### src/rtl/mpu_pkg.sv
package mpu_pkg;
  localparam int ADDR_W     = 32;
  localparam int PAGE_SHIFT = 12;
  localparam int PAGE_W     = ADDR_W - PAGE_SHIFT;
  localparam int CODE_W     = 5;

  localparam logic [1:0] ACC_FETCH = 2'd0;
  localparam logic [1:0] ACC_READ  = 2'd1;
  localparam logic [1:0] ACC_WRITE = 2'd2;

  typedef struct packed {
    logic spec_ok;
    logic exec;
    logic u_wr;
    logic u_rd;
    logic s_wr;
    logic s_rd;
  } perm_t;

  typedef struct packed {
    logic [PAGE_W-1:0] base;
    logic [CODE_W-1:0] code;
    logic              en;
    perm_t             perm;
  } region_t;
endpackage

### src/rtl/mpu_region_match.sv
module mpu_region_match
  import mpu_pkg::*;
#(
  parameter int MAX_CODE = 12
) (
  input  region_t           region_i,
  input  logic [PAGE_W-1:0] page_i,
  output logic              match_o
);
  logic [CODE_W-1:0] code_eff;
  logic [PAGE_W-1:0] mask;

  always_comb begin
    code_eff = (region_i.code > CODE_W'(MAX_CODE)) ? CODE_W'(MAX_CODE) : region_i.code;
    mask     = {PAGE_W{1'b1}} << code_eff;  // shift of PAGE_W clears the mask
    match_o  = region_i.en && (((page_i ^ region_i.base) & mask) == '0);
  end
endmodule

### src/rtl/mpu_bank.sv
module mpu_bank
  import mpu_pkg::*;
#(
  parameter int N        = 4,
  parameter int MAX_CODE = 12,
  parameter int IDX_W    = 2,
  parameter int SEL_W    = 4
) (
  input  logic              clk_i,
  input  logic              rst_ni,
  input  logic              we_i,
  input  logic [SEL_W-1:0]  widx_i,
  input  region_t           wdata_i,
  input  logic [PAGE_W-1:0] page_i,
  output logic              hit_o,
  output logic [IDX_W-1:0]  idx_o,
  output perm_t             perm_o
);
  region_t          regs_q [N];
  logic [N-1:0]     match_w;

  for (genvar g = 0; g < N; g++) begin : g_region
    always_ff @(posedge clk_i or negedge rst_ni) begin
      if (!rst_ni)                                  regs_q[g] <= '0;
      else if (we_i && widx_i == SEL_W'(g))         regs_q[g] <= wdata_i;
    end

    mpu_region_match #(.MAX_CODE(MAX_CODE)) u_match (
      .region_i (regs_q[g]),
      .page_i   (page_i),
      .match_o  (match_w[g])
    );
  end

  // lowest index wins
  always_comb begin
    hit_o  = 1'b0;
    idx_o  = '0;
    perm_o = '0;
    for (int i = N - 1; i >= 0; i--) begin
      if (match_w[i]) begin
        hit_o  = 1'b1;
        idx_o  = IDX_W'(i);
        perm_o = regs_q[i].perm;
      end
    end
  end

  assert_winner_matches_R6: assert property (@(posedge clk_i) disable iff (!rst_ni)
    hit_o |-> match_w[idx_o]);
  assert_lowest_wins_R6: assert property (@(posedge clk_i) disable iff (!rst_ni)
    hit_o |-> ((match_w & ~({N{1'b1}} << idx_o)) == '0));
  assert_no_match_no_hit_R7: assert property (@(posedge clk_i) disable iff (!rst_ni)
    (match_w == '0) |-> !hit_o);
endmodule

### src/rtl/region_mpu.sv
module region_mpu
  import mpu_pkg::*;
#(
  parameter int N_DATA        = 4,
  parameter int N_INST        = 4,
  parameter int DATA_MAX_CODE = 12,
  parameter int INST_MAX_CODE = 20,
  localparam int N_MAX = (N_DATA > N_INST) ? N_DATA : N_INST,
  localparam int IDX_W = (N_MAX > 1) ? $clog2(N_MAX) : 1,
  localparam int SEL_W = $clog2(N_DATA + N_INST + 1)
) (
  input  logic              clk_i,
  input  logic              rst_ni,
  input  logic              cfg_we_i,
  input  logic [SEL_W-1:0]  cfg_sel_i,
  input  logic [ADDR_W-1:0] cfg_wdata_i,
  input  logic              req_i,
  input  logic [ADDR_W-1:0] addr_i,
  input  logic [1:0]        type_i,
  input  logic              priv_i,
  input  logic              spec_i,
  output logic              valid_o,
  output logic              hit_o,
  output logic [IDX_W-1:0]  hit_idx_o,
  output logic [5:0]        attr_o,
  output logic              grant_o,
  output logic              viol_o,
  output logic [ADDR_W-1:0] viol_addr_o
);
  localparam logic [SEL_W-1:0] SEL_INST = SEL_W'(N_DATA);
  localparam logic [SEL_W-1:0] SEL_GLOB = SEL_W'(N_DATA + N_INST);

  region_t          cfg_r;
  perm_t            glob_q;
  logic             d_we, i_we;
  logic [SEL_W-1:0] i_widx;
  logic             d_hit, i_hit;
  logic [IDX_W-1:0] d_idx, i_idx;
  perm_t            d_perm, i_perm;
  logic             is_fetch;

  assign cfg_r  = region_t'(cfg_wdata_i);
  assign d_we   = cfg_we_i && (cfg_sel_i < SEL_INST);
  assign i_we   = cfg_we_i && (cfg_sel_i >= SEL_INST) && (cfg_sel_i < SEL_GLOB);
  assign i_widx = cfg_sel_i - SEL_INST;

  always_ff @(posedge clk_i or negedge rst_ni) begin
    if (!rst_ni)                                glob_q <= '1;
    else if (cfg_we_i && cfg_sel_i == SEL_GLOB) glob_q <= cfg_r.perm;
  end

  mpu_bank #(.N(N_DATA), .MAX_CODE(DATA_MAX_CODE), .IDX_W(IDX_W), .SEL_W(SEL_W)) u_dbank (
    .clk_i   (clk_i),
    .rst_ni  (rst_ni),
    .we_i    (d_we),
    .widx_i  (cfg_sel_i),
    .wdata_i (cfg_r),
    .page_i  (addr_i[ADDR_W-1:PAGE_SHIFT]),
    .hit_o   (d_hit),
    .idx_o   (d_idx),
    .perm_o  (d_perm)
  );

  mpu_bank #(.N(N_INST), .MAX_CODE(INST_MAX_CODE), .IDX_W(IDX_W), .SEL_W(SEL_W)) u_ibank (
    .clk_i   (clk_i),
    .rst_ni  (rst_ni),
    .we_i    (i_we),
    .widx_i  (i_widx),
    .wdata_i (cfg_r),
    .page_i  (addr_i[ADDR_W-1:PAGE_SHIFT]),
    .hit_o   (i_hit),
    .idx_o   (i_idx),
    .perm_o  (i_perm)
  );

  // combinational verdict
  logic             sel_hit;
  logic [IDX_W-1:0] sel_idx;
  perm_t            eff;
  logic             allowed, spec_blk, grant_c, viol_c;

  assign is_fetch = (type_i == ACC_FETCH);

  always_comb begin
    sel_hit = is_fetch ? i_hit : d_hit;
    sel_idx = is_fetch ? i_idx : d_idx;
    eff     = sel_hit ? (is_fetch ? i_perm : d_perm) : glob_q;
    unique case (type_i)
      ACC_FETCH: allowed = eff.exec;
      ACC_WRITE: allowed = priv_i ? eff.s_wr : eff.u_wr;
      default:   allowed = priv_i ? eff.s_rd : eff.u_rd;
    endcase
    spec_blk = spec_i && !eff.spec_ok;
    grant_c  = allowed && !spec_blk;
    viol_c   = !spec_i && !allowed;
  end

  always_ff @(posedge clk_i or negedge rst_ni) begin
    if (!rst_ni) begin
      valid_o     <= 1'b0;
      hit_o       <= 1'b0;
      hit_idx_o   <= '0;
      attr_o      <= '0;
      grant_o     <= 1'b0;
      viol_o      <= 1'b0;
      viol_addr_o <= '0;
    end else begin
      valid_o <= req_i;
      grant_o <= req_i && grant_c;
      viol_o  <= req_i && viol_c;
      if (req_i) begin
        hit_o     <= sel_hit;
        hit_idx_o <= sel_idx;
        attr_o    <= eff;
        if (viol_c) viol_addr_o <= addr_i;
      end
    end
  end

  assert_valid_follows_req_R2: assert property (@(posedge clk_i) disable iff (!rst_ni)
    req_i |=> valid_o);
  assert_idle_quiet_R2: assert property (@(posedge clk_i) disable iff (!rst_ni)
    !req_i |=> (!valid_o && !viol_o && !grant_o));
  assert_viol_excludes_grant_R8: assert property (@(posedge clk_i) disable iff (!rst_ni)
    viol_o |-> (valid_o && !grant_o));
  assert_viol_addr_R8: assert property (@(posedge clk_i) disable iff (!rst_ni)
    (req_i && viol_c) |=> (viol_o && viol_addr_o == $past(addr_i)));
  assert_spec_silent_R9: assert property (@(posedge clk_i) disable iff (!rst_ni)
    (req_i && spec_i) |=> !viol_o);
  assert_fetch_bank_R5: assert property (@(posedge clk_i) disable iff (!rst_ni)
    (req_i && is_fetch) |=> (hit_o == $past(i_hit)));
  assert_data_bank_R5: assert property (@(posedge clk_i) disable iff (!rst_ni)
    (req_i && !is_fetch) |=> (hit_o == $past(d_hit)));
endmodule

### config.mk
export PLATFORM = sky130hd
export DESIGN_NAME = region_mpu
export DESIGN_NICKNAME = d
export VERILOG_FILES = /design/src/rtl/mpu_pkg.sv /design/src/rtl/mpu_region_match.sv /design/src/rtl/mpu_bank.sv /design/src/rtl/region_mpu.sv
export SDC_FILE = /design/constraint.sdc
export NUM_CORES = 1
export LEC_CHECK = 0
export BUFFER_PORTS_ARGS = -buffer_cell sky130_fd_sc_hd__buf_2
export CAP_MARGIN = 10
export CORE_MARGIN = 2
export CORE_UTILIZATION = 60
export DETAILED_ROUTE_END_ITERATION = 12
export GPL_TIMING_DRIVEN = 0
export PLACE_DENSITY = 0.84
export SYNTH_ARGS = -nofsm -noshare
export SYNTH_HDL_FRONTEND = slang
export SYNTH_SLANG_ARGS = --single-unit
### constraint.sdc
create_clock -name clk_i -period 8.75 [get_ports clk_i]
set_input_delay 0.4375 -clock clk_i [delete_from_list [all_inputs] [get_ports clk_i]]
set_output_delay 0.4375 -clock clk_i [all_outputs]
set_load 0.01 [all_outputs]
* Yosys cells after proc, flatten, opt, wreduce, memory -nomap -nowiden
Cells that the tools add are included.
Word-level totals: register bits 306, input bits 76, output and inout bits 44, logic and storage cells 209
Cells by class: add/subtract/negate cells 1, $lt $le $gt $ge 11, equal/unequal tests 8, shift-type cells 8, mux-type cells 39, bitwise operators 16, reductions and logical operators 41
Operators by type and width (number):
- 20-bit bitwise AND | 8
- 20-bit zero test | 8
- 20-bit by 5-bit left shift with 20-bit output (first input constant) | 8
- 20-bit bitwise XOR | 8
- 6-bit two-way mux | 10
- 5-bit two-way mux | 8
- 1-bit logical AND | 25
- 5-bit by 4-bit > comparator with 1-bit output (second input constant) | 4
- 5-bit > comparator (second input constant) | 4
- 2-bit two-way mux | 9
- 4-bit by 2-bit equality test with 1-bit output (second input constant) | 4
- 1-bit two-way mux | 11
- 4-bit by 1-bit equality test with 1-bit output (second input constant) | 2
- 4-bit zero test | 2
- 4-bit equality test (second input constant) | 1
- 4-bit by 3-bit greater-or-equal comparator with 1-bit output (second input constant) | 1
- 1-bit zero test | 4
- 4-bit by 3-bit less-than comparator with 1-bit output (second input constant) | 1
- 4-bit less-than comparator (second input constant) | 1
- 4-bit by 3-bit subtractor with 4-bit output (second input constant) | 1
- 2-bit equality test (second input constant) | 1
- 2-bit zero test | 1
- 1-bit one-hot mux with 2 select lines | 1
- 2-bit AND reduction | 1

* Logic depth before layout (Yosys ltp)
Gate-level depths: netlist of run 1.
word-level depth 17, mapped depth 15, mapped depth without buffers 12

* Cells and area by module
A second synthesis of run 1 with hierarchy kept.
Unflattened totals: cell total of the unflattened synthesis 1181, area total of the unflattened synthesis 15488.6 um^2
Modules (own cells, without submodules):
- mpu_bank (u_ibank) | instances 1, cells each 313, area an instance 5116.2 um^2
- mpu_bank (u_dbank) | instances 1, cells each 311, area an instance 5111.2 um^2
- region_mpu | instances 1, cells each 149, area an instance 2268.4 um^2
- mpu_region_match (u_ibank.g_region[0].u_match ...) | instances 4, cells each 57, area an instance 414.1 um^2
- mpu_region_match (u_dbank.g_region[0].u_match ...) | instances 4, cells each 45, area an instance 334.1 um^2

* Worst setup path after synthesis of run 1
Ideal clock, no wire load.
kind input to register, start in addr_i[26], end reg viol_addr_o[0], arrival 3407 ps, slack 5218 ps, stages 14, buffers on the path 2, path through buf_4 > xnor2_1 > nand3_1 > or4_1 > o21bai_1 > o2111a_1 > o221a_2 > a311o_1 > a2111o_1 > a21oi_2 > nor3_2 > inv_2 > buf_12 > mux2_4
On the way: cells in the longest elaborated chain, start to end 15, elaborated cells on any way between the ends 57, classes of those cells mux: 22; bitwise: 16; reduce/logical: 19
RTL lines:
- start, declared | line region_mpu.sv:18 | input logic [ADDR_W-1:0] addr_i,
- 20-bit bitwise XOR | line mpu_region_match.sv:16 | match_o = region_i.en && (((page_i ^ region_i.base) & mask) == '0);
- 20-bit bitwise AND | line mpu_region_match.sv:16
- 20-bit zero test | line mpu_region_match.sv:16
- 1-bit logical AND | line mpu_region_match.sv:16
- 6-bit two-way mux / 1-bit two-way mux (equally long branches) (4 in a row) | line mpu_bank.sv:41 | if (match_w[i]) begin
- 6-bit two-way mux / 1-bit two-way mux (equally long branches) | line region_mpu.sv:87, region_mpu.sv:85
- 6-bit two-way mux (*) | line region_mpu.sv:87 | eff = sel_hit ? (is_fetch ? i_perm : d_perm) : glob_q;
- 1-bit two-way mux (on tied branches) | line region_mpu.sv:91, region_mpu.sv:90
- 1-bit one-hot mux with 2 select lines (*) | line region_mpu.sv:88 | unique case (type_i)
- 1-bit zero test (*) | line region_mpu.sv:95 | viol_c = !spec_i && !allowed;
- 1-bit logical AND (*) | line region_mpu.sv:95
- 2-bit AND reduction (no source line) (*)
- end signal, assigned | line region_mpu.sv:115 | if (viol_c) viol_addr_o <= addr_i;
- end, declared | line region_mpu.sv:28 | output logic [ADDR_W-1:0] viol_addr_o
Mark *: on every way between the ends. The rest lies on a longest branch, timed or not. A chain may end at the register's enable or synchronous reset.

* Final worst setup path of run 1
start reg u_dbank.regs_q[31] (netlist name), end reg viol_addr_o[11]
On the way: cells in the longest elaborated chain, start to end 15, elaborated cells on any way between the ends 21, classes of those cells mux: 14; bitwise: 2; reduce/logical: 5
RTL lines:
- start, declared | line mpu_bank.sv:19 | region_t regs_q [N];
- start signal, assigned by index | line mpu_bank.sv:25 | else if (we_i && widx_i == SEL_W'(g)) regs_q[g] <= wdata_i;
- 20-bit bitwise XOR (*) | line mpu_region_match.sv:16
- 20-bit bitwise AND (*) | line mpu_region_match.sv:16
- 20-bit zero test (*) | line mpu_region_match.sv:16
- 1-bit logical AND (*) | line mpu_region_match.sv:16
- 6-bit two-way mux / 1-bit two-way mux (equally long branches) (4 in a row) | line mpu_bank.sv:41
- 6-bit two-way mux / 1-bit two-way mux (equally long branches) | line region_mpu.sv:87, region_mpu.sv:85
- 6-bit two-way mux (*) | line region_mpu.sv:87
- 1-bit two-way mux (on tied branches) | line region_mpu.sv:91, region_mpu.sv:90
- 1-bit one-hot mux with 2 select lines (*) | line region_mpu.sv:88
- 1-bit zero test (*) | line region_mpu.sv:95
- 1-bit logical AND (*) | line region_mpu.sv:95
- 2-bit AND reduction (no source line) (*)
Marks and branches as above.

==> impl_results.md, run 1 <==
- Critical Path, Cell by Cell: xor2_1 -> nor4_1 -> nand4_1 -> nor4_2 -> nand3_1 -> o221ai_1 -> a21oi_1 -> o211ai_1 -> a21oi_1 -> nor3_2 -> inv_2 -> buf_12 -> mux2_4
- Worst reg2reg path depth: 13
- Vias/cell: 6.19
- RR Endpoint: viol_addr_o[11]
- Post-Syn Area: 15300 sq um
- Status: finished clean
- Initial antenna violation count: 1
- Share of cells above drive strength 1: 0.349
- Root buf cell: clkbuf_16
- Capture point of the worst path: viol_addr_o[11]
- Top delay family on crit path: simple AND/OR/NAND/NOR gates
- I/O Buffers: 97
- Synthesized net count: 1316
- Post-cts resize count: 0
- I/O pin cnt: 120
- Detailed Route Iter0 Violations: 936
- Die X-Extent: 164 um
- Core area: 25100 sq um
- Tot GR Track Use: 0.301
- Sum Neg Setup Slack: 0 ns
- Die height: 164 um
- Reg clk slew, reported paths: 0.06 ns
- H-tree depth: 1
- Synth async-reset ratio: 1.00
- Avg WL per Cell: 23.2 um
- Final number of max-transition violations: 0
- Gr ovfl total: 0
- Maximum vdd drop: 0.182 mV
- Crit path from: u_dbank.regs_q[31]
- Die Area: 26800 sq um
- Register area share after synthesis: 0.501
- Largest cells by area after synthesis: dfrtp_1 (49%), mux2_2 (19%), xnor2_1 (4.7%)
- Via count: 10700
- YS warnings: 0
- Syn Inst Count: 1240
- Antenna diodes: 0
- Initial Util: 0.609
- Mapped Avg Cell Area: 12.3 sq um
- R2r setup slk: 4.05 ns
- Post-synth EDFFs: 0
- CTS Buffer Depth: 3
- Post-synth top area share: 0.491
- Placer Congestion: 0.938
- Layout area overhead: 12.9%
- Register area: 7660 sq um
- Pwr per Cell Area: 253 nW/um^2
- Worst path bufs/invs: 2
- Most frequent cell after synthesis: dfrtp_1
- Nets: 1450
- Stages on worst setup path: 13
- Least-Margin Pin Slew: 1.10 ns
- LEAKAGE: 7.53 nW
- Hold crit path type: in2reg
- Unique masters post-synth: 79
- Tmin final: 4.70 ns
- CP Data Arrival Time: 5.14 ns
- CP required: 9.19 ns
- Vias in the first global route: 10600
- Pre-CTS setup slack: 3.91 ns
- Fillcell total: 1837
- WS Path Type: reg2reg
- First-pass GRT wire length: 60700 um
- Worst path max stage delay: 0.87 ns
- Crit end category: flop
- Post-layout util: 0.688
- Clk Latency, worst-skew pair: 0.57 ns
- Area of the multi-input gates: 7170 sq um
- Max Cap Viol: 0
- Endpoints failing setup: 0
- Most used cell, CP: a21oi_1
- Total CTS buffers: 31
- Antenna viol nets, final: 0
- Ys flop type: dfrtp_1
- Startpoint types: flop
- Final hold violation count: 0
- Rel. slew slack: 0.257
- R2R Path Start: u_dbank.regs_q[31]
- Largest net degree at the start of global routing: 126
- Slowest CP cell: nor4_2
- Seq cells post-synth: 306
- Fmax: 213 MHz
- Final period utilization: 0.537
- Final setup skew: 0.0220 ns
- CTS Sinks: 306
- DRC: 0
- Hpwl dp: 27000 um
- Worst-path maximum fanout: 10
- RSZ-0062 raised after global routing: no
- Synth cell count leaders: dfrtp_1 (300), mux2_2 (261), xnor2_1 (82)
- CTS tree: built
- DRT Pass-1 Iters: 5
- Row Count: 58
- Largest area contributor in the netlist: dfrtp_1
- Final setup margin: 4.05 ns
- Detailed Route WL: 40100 um
==> area by class of cell <==
| class | count | area share |
|---|---|---|
| flip-flops and latches | 306 | 0.444 |
| multi-input cells | 836 | 0.415 |
| clock buffers | 47 | 0.0519 |
| repair buffers | 101 | 0.0330 |
| well taps | 330 | 0.0239 |
| plain buffers | 77 | 0.0222 |
| clock inverters | 8 | 0.00543 |
| inverters | 21 | 0.00456 |
==> state kept, by name (all words and copies together), names as in the netlist <==
name and flops:
attr_o 6, glob_q 6, grant_o 1, hit_idx_o 2, hit_o 1, u_dbank.regs_q 128
u_ibank.regs_q 128, valid_o 1, viol_addr_o 32, viol_o 1
==> worst register-to-register path, delay by kind of cell, from the launching register on <==
family / cells / cell delay [ns]
and+or+nand+nor: 5 / 2.54
AOI/OAI and AO/OA: 4 / 0.81
DFF: 1 / 0.39
xor gates and xnor gates: 1 / 0.19
buffers and inverters: 2 / 0.35
muxes: 1 / 0.30
==> power breakdown <==
part	total [mW]	internal, mW	switching (mW)	leakage [nW]
Clock	1.31	0.759	0.550	0.489
Combinational	1.08	0.547	0.530	3.32
Sequential	1.98	1.75	0.232	3.72
Total	4.37	3.06	1.31	7.53
==> through the flow <==
step / area [sq um] / power, mW / std cells / hold slack (ns)
finish: 17300 / 4.37 / 1726 / 0.116
CTS: 17300 / 4.37 / 1726 / 0.105
global placement: 16200 / 3.00 / 1667 / 0.467
detailed placement: 16300 / 3.06 / 1669 / 0.467
global route: 17300 / 4.56 / 1726 / 0.108
floorplan: 15300 / 2.72 / 1240 / 0.142
==> per-layer routing <==
layer  global-route usage  up-vias  share of wire
li1                     -     4729              -
met1                0.395     5401           0.41
met2                0.497      443           0.47
met3               0.0419      117          0.063
met4                0.144        2          0.053
met5                    0        -        0.00047
==> cell families after synthesis <==
family                   synth area share
flip-flops                          0.501
AND/OR/NAND/NOR                    0.0608
AO/OA/AOI/OAI                      0.0952
XOR/XNOR                           0.0916
buffers and inverters              0.0303
multiplexers                        0.221
adder cells (fa/ha/maj)          0.000654
==> worst min path at each step <==
stage | to | slack (ns) | from | depth (start not counted)
final | viol_addr_o[2] | 0.12 | addr_i[2] | 2
after global routing | viol_addr_o[3] | 0.11 | addr_i[3] | 2
after floorplan | attr_o[0] | 0.14 | rst_ni | 0
after CTS | viol_addr_o[8] | 0.10 | addr_i[8] | 2
after detailed placement | viol_addr_o[10] | 0.47 | rst_ni | 1
after global placement | hit_o | 0.47 | hit_o | 2
==> cells in the final DEF (no fill, tap or decap), drive strengths merged, types with 4 or more instances in the layout <==
master	netlist	routed
mux2	290	290
nor3b	6	6
and2	5	5
nand3b	11	11
clkinv	0	5
nor3	15	15
xnor2	82	82
o21ai	48	48
o21a	7	7
xor2	78	78
a21oi	52	52
nand2	37	37
clkbuf	37	84
dfrtp	300	300
buf	40	139
a31oi	10	10
o2111ai	4	4
and3	5	5
nand4	10	10
or2	5	5
o22ai	4	4
nand3	15	15
nor2	38	38
a22oi	5	5
dfstp	6	6
inv	21	22
nor4	6	6
nand4b	4	4
or3	5	5
o221ai	5	5
a21o	6	6
a211oi	11	11
o211ai	13	13
==> what timing repair did <==
item	in CTS	in global routing
hold buffers	2	0
setup buffers	0	0
endpoints found under the hold margin	82	0
(Power assumes the default switching activity.)
==> run 2: changes to the inputs <==
- ABC_AREA: not set -> 1
- CORE_UTILIZATION: 60 -> 55
- PLACE_DENSITY: 0.84 -> 0.81
- clock period: 8.75 -> 3.95 ns (I/O delays scaled with it)
==> run 2 against run 1 <==
Via count is 34% higher; die area is 9.3% higher; worst hold slack worse by 0.098 ns; maximum frequency is 39% higher; critical endpoint is now viol_addr_o[14]; combinational power is 120% higher; area after synthesis is 0.43% higher; synthesized cell count is 55% higher.
==> impl_results.md, run 2 <==
- Tmin final: 3.38 ns
- Critical Path, Cell by Cell: nor2_1 -> inv_1 -> nand2_1 -> nand3_1 -> nand3_1 -> nor2_1 -> nand3_1 -> nor2_2 -> a21oi_1 -> nand3_1 -> o21ai_2 -> nand2_1 -> nand3_1 -> nand2_1 -> nand2_4 -> nand3_4 -> buf_6 -> nand2_1 -> nand2_1
- CTS Sinks: 306
- Final setup skew: 0.0252 ns
- LEAKAGE: 8.64 nW
- Post-synth top area share: 0.489
- Startpoint types: flop
- YS warnings: 0
- Tot Pwr: 9.82 mW
- DRC: 0
- Antenna diodes: 0
- Commonest non-fill, non-tap cells in the layout: nand2_1 (492), dfrtp_1 (300), o21ai_0 (252), nor2_1 (174), inv_1 (135)
- Initial Util: 0.556
- Detailed Route WL: 48200 um
- Worst-path maximum fanout: 10
- Post-cts resize count: 0
- CP Data Arrival Time: 3.77 ns
- Die X-Extent: 171 um
- Worst path max stage delay: 0.42 ns
- CP required: 4.35 ns
- Vias/cell: 5.78
- Largest area contributor in the netlist: dfrtp_1
- Setup Buffers After CTS: 0
- CTS tree: built
- Max Cap Viol: 0
- Ys flop type: dfrtp_1
- Clk Latency, worst-skew pair: 0.52 ns
- Min Hold Slack: 0.0187 ns
- Worst path bufs/invs: 2
- First-pass GRT wire length: 74300 um
- Die Area: 29300 sq um
- Least-Margin Pin Slew: 1.09 ns
- Antenna viol nets, final: 0
- Tot GR Track Use: 0.333
- Die height: 171 um
- Most frequent cell after synthesis: nand2_1
- Rel. slew slack: 0.271
- DRT met1 WL: 18900 um
- Fmax: 296 MHz
- Post-synth EDFFs: 0
- Largest net degree at the start of global routing: 128
- Maximum vdd drop: 0.401 mV
- WS Path Type: reg2reg
- H-tree depth: 2
- Commonest non-fill, non-tap cell in the layout: nand2_1
- Synth cell count leaders: nand2_1 (492), dfrtp_1 (300), o21ai_0 (252)
- Hpwl dp: 34400 um
- Seq cells post-synth: 306
- DRT Pass-1 Iters: 6
- Unique masters post-synth: 45
- Avg WL per Cell: 19.4 um
- Mapped Avg Cell Area: 8.02 sq um
- Syn Inst Count: 1917
- Largest cells by area after synthesis: dfrtp_1 (49%), nand2_1 (12%), o21ai_0 (8.2%)
- Via count: 14400
- I/O Buffers: 101
- Wire length on met3: 4350 um
- Fillcell total: 2318
- CTS Buffer Depth: 3
- Total CTS buffers: 34
- Top delay family on crit path: simple AND/OR/NAND/NOR gates
- Stages on worst setup path: 19
- Top Metal Used: met4
- CTS Hold Bufs: 27
- Final hold violation count: 0
- Hold crit path type: in2reg
- Gr ovfl total: 0
- Register area share after synthesis: 0.499
- Synthesized net count: 1993
- Core area: 27600 sq um
- I/O pin cnt: 120
- Slowest CP cell: nor2_1
- Final number of max-transition violations: 0
- Crit end category: flop
- Nets: 2159
- Fin cells: 2484
- Layout area overhead: 15.6%
- Post-Syn Area: 15400 sq um
- Cells after DPL: 2398
- Initial antenna violation count: 0
- Endpoints failing setup: 0
- Share of cells above drive strength 1: 0.111
- Status: finished clean
- Worst reg2reg path depth: 19
- Final period utilization: 0.855
- Reg clk slew, reported paths: 0.06 ns
- RSZ-0062 raised after global routing: no
- Row Count: 61
- Synth async-reset ratio: 1.00
- Top Registers: u_dbank.regs_q: 128 flops, u_ibank.regs_q: 128 flops, viol_addr_o: 32 flops
- Vias in the first global route: 13800
- Met2 routed WL: 21900 um
- Hold Path Depth: 3
- Placer Congestion: 0.966
- Root buf cell: clkbuf_16
- Detailed Route Iter0 Violations: 1741
- Pwr per Cell Area: 553 nW/um^2
[run 2: area by class of cell]
cell class	count	area (sq um)	area share
clock inverter	9	87.6	0.00493
clock buffer	50	1000	0.0564
sequential	306	7660	0.431
timing repair buffer	130	841	0.0473
tap	378	473	0.0266
multi-input combinational	1372	6730	0.379
buffer	93	424	0.0239
inverter	146	548	0.0308
[run 2: logic make-up after synthesis]
| family | after synthesis | share of synthesized area |
|---|---|---|
| DFF | 306 | 0.499 |
| and+or+nand+nor | 857 | 0.235 |
| AOI/OAI and AO/OA | 395 | 0.135 |
| buffers and inverters | 239 | 0.0633 |
| xor gates and xnor gates | 120 | 0.0684 |
[run 2: worst paths after layout]
check	from	to	slack, ns
worst max register to register	u_dbank.regs_q[11]	viol_addr_o[14]	0.57
worst min-delay path	cfg_wdata_i[28]	u_ibank.regs_q[60]	0.02
min in group asynchronous	rst_ni	viol_addr_o[27]	0.35
worst min register to register	viol_addr_o[13]	viol_addr_o[13]	0.46
max in group asynchronous	rst_ni	u_ibank.regs_q[111]	2.06
worst max-delay path	u_dbank.regs_q[11]	viol_addr_o[14]	0.57
[run 2: power breakdown]
| group | internal [mW] | total (mW) | switching, mW | leakage (nW) |
|---|---|---|---|---|
| Clock | 1.83 | 3.11 | 1.28 | 0.536 |
| Combinational | 0.899 | 2.41 | 1.51 | 4.34 |
| Sequential | 3.81 | 4.31 | 0.496 | 3.76 |
| Total | 6.54 | 9.82 | 3.29 | 8.64 |
[run 2: stage by stage]
stage,instance area (sq um),util,setup slack [ns],TNS (ns)
4_1_cts,17800,0.643,0.621,0
5_1_grt,17800,0.643,0.284,0
3_3_place_gp,16300,0.592,-2.86,-851.49
2_1_floorplan,15400,-,1.46,0
3_5_place_dp,16400,0.594,0.571,0
6_report,17800,0.643,0.573,0
[run 2: tightest hold or removal path, cell delays in order]
cell	delay (ns)
buf_2	0.16
nand2_1	0.06
o21ai_0	0.06
[run 2: layer usage]
| layer | up-vias | global-route usage |
|---|---|---|
| li1 | 6578 | - |
| met2 | 793 | 0.536 |
| met4 | 0 | 0.193 |
| met1 | 6812 | 0.432 |
| met5 | - | 0 |
| met3 | 184 | 0.0490 |
==> run 3: changes to the inputs <==
==> constraint.sdc (replaced) <==
create_clock -name clk_i -period 3.95 [get_ports clk_i]
set_input_delay 0 -clock clk_i [delete_from_list [all_inputs] [get_ports clk_i]]
set_output_delay 0 -clock clk_i [all_outputs]
set_load 0.01 [all_outputs]
==> run 3 against run 2 <==
Clock power about the same; total power increased by 0.38%; cell count increased by 1.7%; register-to-register slack got worse by 0.34 ns; worst hold slack got worse by 0.0073 ns; sequential power about the same; sequential share of layout area decreased by 0.98 points; non-clock buffer count increased by 41; routed wire length increased by 1.6%; setup slack got worse by 0.34 ns; final area increased by 2.3%; count of clock-buffer cells in the layout unchanged; largest power group unchanged.
==> impl_results.md, run 3 (same netlist as run 2, synthesis figures left out) <==
- Status: finished clean
- DRT Pass-1 Iters: 6
- Capture point of the worst path: viol_addr_o[3]
- I/O Buffers: 101
- Tmin final: 3.72 ns
- Die X-Extent: 171 um
- I/O pin cnt: 120
- H-tree depth: 2
- Core area: 27600 sq um
- Detailed Route Iter0 Violations: 1651
- Gr ovfl total: 0
- Register area: 7660 sq um
- Detailed Route WL: 48900 um
- Fillcell total: 2247
- Die Area: 29300 sq um
- Tot Pwr: 9.86 mW
- Via count: 14600
- Vias in the first global route: 14200
- Hold crit path type: in2reg
- Largest net degree at the start of global routing: 128
- CTS tree: built
- Crit end category: flop
- Initial antenna violation count: 0
- Antenna diodes: 0
- Antenna viol nets, final: 0
- Max Cap Viol: 0
- Reg clk slew, reported paths: 0.06 ns
- Slowest CP cell: dlygate4sd3_1
- Post-layout util: 0.658
- Final period utilization: 0.942
- Area of the multi-input gates: 6730 sq um
- Final hold violation count: 0
- R2R Path Start: u_dbank.regs_q[11]
- Row Count: 61
- Root buf cell: clkbuf_16
- Placed cell area: 16400 sq um
- Initial Util: 0.556
- Layout area overhead: 18.3%
- DRC: 0
- Min Hold Slack: 0.0114 ns
- Worst reg2reg path depth: 19
- Clk Latency, worst-skew pair: 0.52 ns
- Startpoint types: flop
- Avg WL per Cell: 19.4 um
- Hpwl dp: 34400 um
- Placer Congestion: 0.966
- Fmax: 269 MHz
- Least-Margin Pin Slew: 1.06 ns
- R2r setup slk: 0.23 ns
- RR Endpoint: viol_addr_o[3]
- Critical Path, Cell by Cell: nor2_1 -> inv_1 -> nand2_1 -> nand3_1 -> nand3_1 -> nor2_1 -> nand3_1 -> nor2_2 -> a21oi_1 -> nand3_1 -> o21ai_2 -> nand2_1 -> nand2_1 -> nand2_1 -> nand3_1 -> nand2_2 -> nand4_1 -> dlygate4sd3_1 -> nand2_1
- Final Instance Area: 18200 sq um
- CTS Sinks: 306
- Worst-path maximum fanout: 8
- Top Registers: u_dbank.regs_q: 128 flops, u_ibank.regs_q: 128 flops, viol_addr_o: 32 flops
- Final number of max-transition violations: 0
- WS Path Type: reg2reg
- Crit path from: u_dbank.regs_q[11]
- Pre-CTS setup slack: 0.661 ns
- Final setup skew: 0.0256 ns
- Worst Min Path Start: cfg_wdata_i[22]
- Vias/cell: 5.77
- Maximum vdd drop: 0.404 mV
- Pwr per Cell Area: 542 nW/um^2
- CP Data Arrival Time: 4.12 ns
- Commonest non-fill, non-tap cell in the layout: nand2_1
- Worst path max stage delay: 0.55 ns
- RSZ-0062 raised after global routing: no
- Total CTS buffers: 34
- Final setup margin: 0.229 ns
- LEAKAGE: 8.80 nW
- Die height: 171 um
- CP required: 4.35 ns
- First-pass GRT wire length: 75700 um
- CTS Buffer Depth: 3
- Endpoints failing setup: 0
- Nets: 2200
- Tot GR Track Use: 0.340
- Commonest non-fill, non-tap cells in the layout: nand2_1 (492), dfrtp_1 (300), o21ai_0 (252), nor2_1 (173), inv_1 (135)
- Share of cells above drive strength 1: 0.109
- Rel. slew slack: 0.290
run 3: changes by cell type in the layout (fill, tap and decap cells not counted), sizes merged:
cell / previous run / this run
dlygate4sd3: 27 / 68
run 3: timing repair:
| action | CTS | global route |
|---|---|---|
| gates resized for setup | 0 | 1 |
| hold endpoints to repair | 270 | 0 |
| setup buffers | 0 | 0 |
| hold buffers | 68 | 0 |
| endpoints found under the setup margin | 0 | 1 |
run 3: area by class of cell:
type                            count  share of cell area
Inverter                          146              0.0301
Clock buffer                       50              0.0551
Tap cell                          378              0.0260
Buffer                             93              0.0233
Multi-Input combinational cell   1372               0.370
Sequential cell                   306               0.422
Timing Repair Buffer              171              0.0688
Clock inverter                      9             0.00482
run 3: worst min-delay path by stage:
stage          depth (start not counted)                 end  slack, ns
5_1_grt                                3  u_ibank.regs_q[22]      0.008
6_report                               3  u_ibank.regs_q[22]       0.01
3_3_place_gp                           1             valid_o       0.15
2_1_floorplan                          0           attr_o[0]      -0.30
3_5_place_dp                           1     viol_addr_o[27]       0.10
4_1_cts                                3  u_ibank.regs_q[22]      0.009
run 3: through the flow:
| step | cells | setup TNS (ns) |
|---|---|---|
| finish | 2525 | 0 |
| global route | 2525 | 0 |
| CTS | 2525 | 0 |
| detailed placement | 2398 | 0 |
| global placement | 2396 | -791.05 |
| floorplan | 1917 | 0 |
run 3: critical path: cells and delay by family, from the launching register on:
kind                   cells  cell delay, ns
buffers and inverters      2            0.74
AOI/OAI and AO/OA          2            0.43
DFF                        1            0.41
and+or+nand+nor           15            2.00
run 3: report_power, final:
part           internal, mW  switching (mW)  total (mW)
registers              3.81           0.497        4.31
logic                 0.926            1.52        2.45
clock network          1.83            1.28        3.11
run 3: layer usage:
metal	GRT usage	vias to the layer above	wire (um)
met5	0	-	0
met4	0.209	0	3140
met3	0.0520	186	4210
met2	0.550	790	22600
met1	0.431	6929	19000
li1	-	6662	-
